[src/rtl/replay_fifo_pkg.sv]
package replay_fifo_pkg;

    localparam int WORD_W = 9;

    // Per-cycle decision taken by the control logic.
    typedef struct packed {
        logic rewind;
        logic push;
        logic pop;
    } fifo_op_t;

    // A rewind cycle ignores both strobes. A write is allowed unless the
    // buffer is full and no read frees a slot in the same cycle. A read
    // needs at least one stored word.
    function automatic fifo_op_t decide_op(
        input logic wr_req,
        input logic rd_req,
        input logic rewind_req,
        input logic is_empty,
        input logic is_full
    );
        fifo_op_t op;
        op.rewind = rewind_req;
        op.push   = !rewind_req && wr_req && (!is_full || rd_req);
        op.pop    = !rewind_req && rd_req && !is_empty;
        return op;
    endfunction

    function automatic bit depth_supported(input int d);
        return (d == 256) || (d == 512) || (d == 1024);
    endfunction

endpackage

[src/rtl/replay_fifo_mem.sv]
module replay_fifo_mem #(
    parameter int WIDTH = 9,
    parameter int DEPTH = 256,
    parameter int AW    = $clog2(DEPTH)
) (
    input  logic             clk,
    input  logic             rst,
    input  logic             we,
    input  logic [AW-1:0]    waddr,
    input  logic [WIDTH-1:0] wdata,
    input  logic             re,
    input  logic [AW-1:0]    raddr,
    output logic [WIDTH-1:0] rdata
);

    logic [WIDTH-1:0] store [DEPTH];

    always_ff @(posedge clk) begin
        if (we) begin
            store[waddr] <= wdata;
        end
    end

    // Registered read: a same-edge write to the read slot (full buffer,
    // both strobes) still returns the old word.
    always_ff @(posedge clk) begin
        if (rst) begin
            rdata <= '0;
        end else if (re) begin
            rdata <= store[raddr];
        end
    end

endmodule

[src/rtl/replay_fifo_ctrl.sv]
module replay_fifo_ctrl
    import replay_fifo_pkg::*;
#(
    parameter int DEPTH = 256,
    parameter int AW    = $clog2(DEPTH)
) (
    input  logic          clk,
    input  logic          rst,
    input  logic          wr_en,
    input  logic          rd_en,
    input  logic          rewind_n,
    input  logic          is_empty,
    input  logic          is_full,
    output logic          push,
    output logic          pop,
    output logic [AW-1:0] wr_ptr,
    output logic [AW-1:0] rd_ptr,
    output logic [AW:0]   occ
);

    fifo_op_t op;

    always_comb begin
        op = decide_op(wr_en, rd_en, !rewind_n, is_empty, is_full);
    end

    assign push = op.push;
    assign pop  = op.pop;

    always_ff @(posedge clk) begin
        if (rst) begin
            wr_ptr <= '0;
            rd_ptr <= '0;
            occ    <= '0;
        end else if (op.rewind) begin
            rd_ptr <= '0;
            occ    <= {1'b0, wr_ptr};
        end else begin
            if (op.push) begin
                wr_ptr <= wr_ptr + 1'b1;
            end
            if (op.pop) begin
                rd_ptr <= rd_ptr + 1'b1;
            end
            case ({op.push, op.pop})
                2'b10:   occ <= occ + 1'b1;
                2'b01:   occ <= occ - 1'b1;
                default: occ <= occ;
            endcase
        end
    end

endmodule

[src/rtl/replay_fifo_flags.sv]
module replay_fifo_flags #(
    parameter int DEPTH = 256,
    parameter int AW    = $clog2(DEPTH)
) (
    input  logic [AW:0] occ,
    output logic        empty,
    output logic        half_full,
    output logic        full
);

    localparam int          CW     = AW + 1;
    localparam logic [AW:0] FULL_C = CW'(DEPTH);
    localparam logic [AW:0] HALF_C = CW'(DEPTH / 2);

    always_comb begin
        empty     = (occ == '0);
        full      = (occ == FULL_C);
        half_full = (occ > HALF_C);
    end

endmodule

[src/rtl/replay_fifo.sv]
module replay_fifo
    import replay_fifo_pkg::*;
#(
    parameter int WIDTH = WORD_W,
    parameter int DEPTH = 256
) (
    input  logic             clk,
    input  logic             rst,
    input  logic             wr_en,
    input  logic [WIDTH-1:0] wr_data,
    input  logic             rd_en,
    output logic [WIDTH-1:0] rd_data,
    input  logic             rewind_n,
    output logic             empty,
    output logic             half_full,
    output logic             full
);

    localparam int AW = $clog2(DEPTH);

    generate
        if (!depth_supported(DEPTH)) begin : g_bad_depth
            $error("replay_fifo: DEPTH must be 256, 512 or 1024");
        end
    endgenerate

    logic          push;
    logic          pop;
    logic [AW-1:0] wr_ptr;
    logic [AW-1:0] rd_ptr;
    logic [AW:0]   occ;

    replay_fifo_ctrl #(.DEPTH(DEPTH), .AW(AW)) u_ctrl (
        .clk      (clk),
        .rst      (rst),
        .wr_en    (wr_en),
        .rd_en    (rd_en),
        .rewind_n (rewind_n),
        .is_empty (empty),
        .is_full  (full),
        .push     (push),
        .pop      (pop),
        .wr_ptr   (wr_ptr),
        .rd_ptr   (rd_ptr),
        .occ      (occ)
    );

    replay_fifo_mem #(.WIDTH(WIDTH), .DEPTH(DEPTH), .AW(AW)) u_mem (
        .clk   (clk),
        .rst   (rst),
        .we    (push),
        .waddr (wr_ptr),
        .wdata (wr_data),
        .re    (pop),
        .raddr (rd_ptr),
        .rdata (rd_data)
    );

    replay_fifo_flags #(.DEPTH(DEPTH), .AW(AW)) u_flags (
        .occ       (occ),
        .empty     (empty),
        .half_full (half_full),
        .full      (full)
    );

endmodule

[config.mk]
export PLATFORM = sky130hd
export DESIGN_NAME = replay_fifo
export DESIGN_NICKNAME = d
export VERILOG_FILES = /design/src/rtl/replay_fifo_pkg.sv /design/src/rtl/replay_fifo_mem.sv /design/src/rtl/replay_fifo_ctrl.sv /design/src/rtl/replay_fifo_flags.sv /design/src/rtl/replay_fifo.sv
export SDC_FILE = /design/constraint.sdc
export NUM_CORES = 2
export LEC_CHECK = 0
export BUFFER_PORTS_ARGS = -buffer_cell sky130_fd_sc_hd__buf_4
export CORE_ASPECT_RATIO = 1.2
export CORE_UTILIZATION = 41
export DETAILED_ROUTE_END_ITERATION = 6
export GPL_TIMING_DRIVEN = 1
export MAX_ROUTING_LAYER = met4
export PLACE_DENSITY_LB_ADDON = 0.05
export SKIP_LAST_GASP = 1
export SLEW_MARGIN = 0
export SYNTH_ARGS = -nofsm -noshare
export SYNTH_HDL_FRONTEND = slang
export SYNTH_SLANG_ARGS = --single-unit
[constraint.sdc]
create_clock -name clk -period 3.8 [get_ports clk]
set_clock_uncertainty 0.2 [all_clocks]
set_input_delay 0.19 -clock clk [delete_from_list [all_inputs] [get_ports clk]]
set_output_delay 0.19 -clock clk [all_outputs]
set_load 0.05 [all_outputs]
==> reports/qor.txt <==
result of the run: complete, but fails checks
failing checks: DRC
largest net degree at the start of global routing: 110
DRC violation count after routing: 4
leading post-synthesis cells by cell area: edfxtp_1 76%, mux4_2 13%, mux2i_1 1.7%
overall routing resource usage: 25.67%
most frequent cell after synthesis: edfxtp_1
max incr delay on CP: 0.72 ns
post-layout total power: 53.38 mW
highest achievable clock rate: 270.1 MHz
highest fanout seen on the critical path: 25
endpoints failing setup: 0
worst hold-check path type: input port to flip-flop
sinks on the clock net: 2338
cell types with the highest counts after synthesis: 2304 x edfxtp_1, 523 x mux4_2, 312 x nor2_1
worst slew margin relative to its limit: 17.28%
standard cell area after detailed placement: 0.09807 sq mm
initial core utilization: 41.19%
postcts setup bufs: 0
number of clock buffers inserted by TritonCTS: 241
area of the die: 0.2238 sq mm
Placer Congestion: 0.8742
setup TNS: 0 ns
total count of max-transition violations in the final report: 0
actual transition at the worst max-transition pin: 1.236 ns
signed area change from the synthesized netlist to the final layout: 16.31%
clk root buf: clkbuf_16
mean instance size in the synthesized netlist: 21.32 sq um
count of antenna-violating nets left after detailed routing: 0
cell type group with the largest total delay on the critical path: compound AO/OA/AOI/OAI gates
post-synth design cell area: 0.09098 sq mm
Critical Path RT: 4.38 ns
Detail Placement HPWL: 180400 microns
CTS clk-pin slew, worst paths: 0.06 ns
number of gates on the worst path with buffers counted: 8
Bufs on Longest Clock Path: 4
fraction of registers with async set or reset after synthesis: 0%
final core utilization: 47.91%
core area: 0.2209 sq mm
clock tree from TritonCTS: built
kind of capture point of the worst setup path: flip-flop
fin cells: 7961
instance count of the mapped netlist: 4267
Place WS: -0.4326 ns
peak ir drop on the vdd network: 384.8 uV
routed wirelength normalized by instance count: 34.99 microns
sum of overflow across all layers after global routing: 0
per-cell via count in the routed design: 5.795
critical-path cell list: buf_4, buf_4, mux4_2, a22oi_1, a21oi_1, nor3_1, a21oi_1, a211o_1
deepest level of the CTS H-tree: 4
Distinct cells, synth: 76
top cell type by total area after synthesis: edfxtp_1
number of buffers and inverters on the critical path: 2
period utilization: 97.42%
initial antenna violation count: 12
clock latency of the later-clocked register in the worst-skew pair: 0.91 ns
Crit path arrival time: 4.28 ns
placed cells: 7502
hold-critical path depth: 3
number of global-route vias before repair: 47010
classification of the worst setup path: flip-flop to flip-flop
power density over cell area: 504.4 mW/mm^2
routed via count: 46140
I/O Pins: 26
synthesis-stage register bit count: 2338
cell with the largest stage delay on the worst path: dfxtp_4
number of buffers inserted by port buffering: 25
number of enable-type register cells in the synthesized netlist: 2304
share of post-route cells with drive strength above 1: 28.49%
post-synthesis net count: 4296
worst hold slack after final layout: 0.04932 ns
detailed-router iteration count before antenna repair: 7
LEAKAGE: 32.87 nW
routed wire length: 278600 microns
setup ws final: 0.09794 ns
row cnt: 189
category of the worst setup path launch point: flip-flop
fraction of synthesized cell area taken by the top area cell type: 76.04%
post-synthesis sequential area ratio: 76.79%
unrepaired setup endpoints after global routing: true
post-route minimum period: 3.702 ns
max-cap viol count: 0
leading register cell type out of synthesis: edfxtp_1
Final nets: 4831
Die Wd: 432.0 microns
cell depth of the worst flop-to-flop path: 8
Hold Violations, Final: 0
die height: 518.0 microns
first-pass GRT wire length: 387700 microns
DRC violation total after the first TritonRoute iteration: 4884
yosys synthesis warning count: 0
Design Area, Final: 0.1058 sq mm
-- cells in the final DEF, fill, tap and decap left out, types with 7 or more instances in the layout --
cell,netlist,layout
a211oi_1,19,17
a21oi_1,66,66
a221oi_1,29,28
a22o_1,29,29
a22oi_1,104,104
and2_1,9,8
buf_12,11,69
buf_4,23,451
buf_8,2,8
bufinv_16,0,21
clkbuf_1,95,61
clkbuf_16,0,244
clkinv_1,1,68
clkinv_2,0,32
dfxtp_1,34,27
dlygate4sd3_1,0,17
edfxtp_1,2304,2304
ha_1,14,14
inv_1,10,10
mux2_2,8,8
mux2i_1,153,153
mux4_1,19,19
mux4_2,523,523
nand2_1,80,68
nand2_2,0,12
nand3_1,27,22
nand4_1,8,8
nor2_1,312,308
nor2b_1,20,16
nor3_1,22,21
o211ai_1,11,11
o21ai_0,42,41
o221ai_1,22,22
o22ai_1,23,23
xnor2_1,11,11
xor2_1,7,7
-- path summary, 6_finish.rpt --
kind,from,end,slack [ns]
worst min register to register,u_ctrl.occ[6],u_ctrl.occ[6],0.33
worst max-delay path,u_ctrl.rd_ptr[1],u_mem.rdata[6],0.1
worst max register to register,u_ctrl.rd_ptr[1],u_mem.rdata[6],0.1
worst min-delay path,rst,u_ctrl.wr_ptr[1],0.05
-- layer usage --
metal  routed length, microns  track usage (%)  part of all wire [%]
met1                   118700            34.86                    43
met2                   138900            41.29                    50
met3                    13730            2.979                   4.9
met4                     7231            6.709                   2.6
met5                        0                -                     0
-- state kept, by name, indices dropped and copies added (netlist names) --
signal / count
u_ctrl.rd_ptr: 8
u_ctrl.wr_ptr: 8
u_mem.rdata: 9
u_ctrl.occ: 9
u_mem.store: 2304
-- cell families (layout without fill, tap and decap cells) --
logic type | count (synthesis) | after routing | share of synthesized area (%)
XOR/XNOR | 18 | 18 | 0.1733
adder cells (fa/ha/maj) | 15 | 15 | 0.2145
flip-flops | 2338 | 2338 | 76.79
multiplexers | 703 | 703 | 15.28
AND/OR/NAND/NOR | 522 | 522 | 2.473
other | 0 | 3 | 0
AO/OA/AOI/OAI | 405 | 405 | 3.217
buffers and inverters | 266 | 997 | 1.854
-- repair_timing --
item	CTS	global route
hold buffers	17	0
setup endpoints to repair	3	4
resized for setup	5	4
hold endpoints to repair	1745	0
pin swaps	0	0
-- power breakdown --
group	internal (mW)	total [mW]	switching, mW
combinational	0.758	1.94	1.18
sequential	28.3	28.4	0.0383
clock	13.2	23.1	9.89
total	42.3	53.4	11.1
-- layout make-up --
type / count / area [sq um]
clock buffer: 309 / 6390
tap: 2960 / 3704
fill: 18400 / 115000
clock inverter: 130 / 1130
antenna: 3 / 7.507
timing repair buffer: 546 / 5071
multi-input combinational: 1663 / 19590
inverter: 12 / 47.55
sequential: 2338 / 69890
-- worst min-delay path, cell delays in order --
cell           delay [ns]
dlygate4sd3_1        0.54
buf_4                0.23
nor2_1               0.13
No activity file was read; power rests on OpenSTA's default activity.
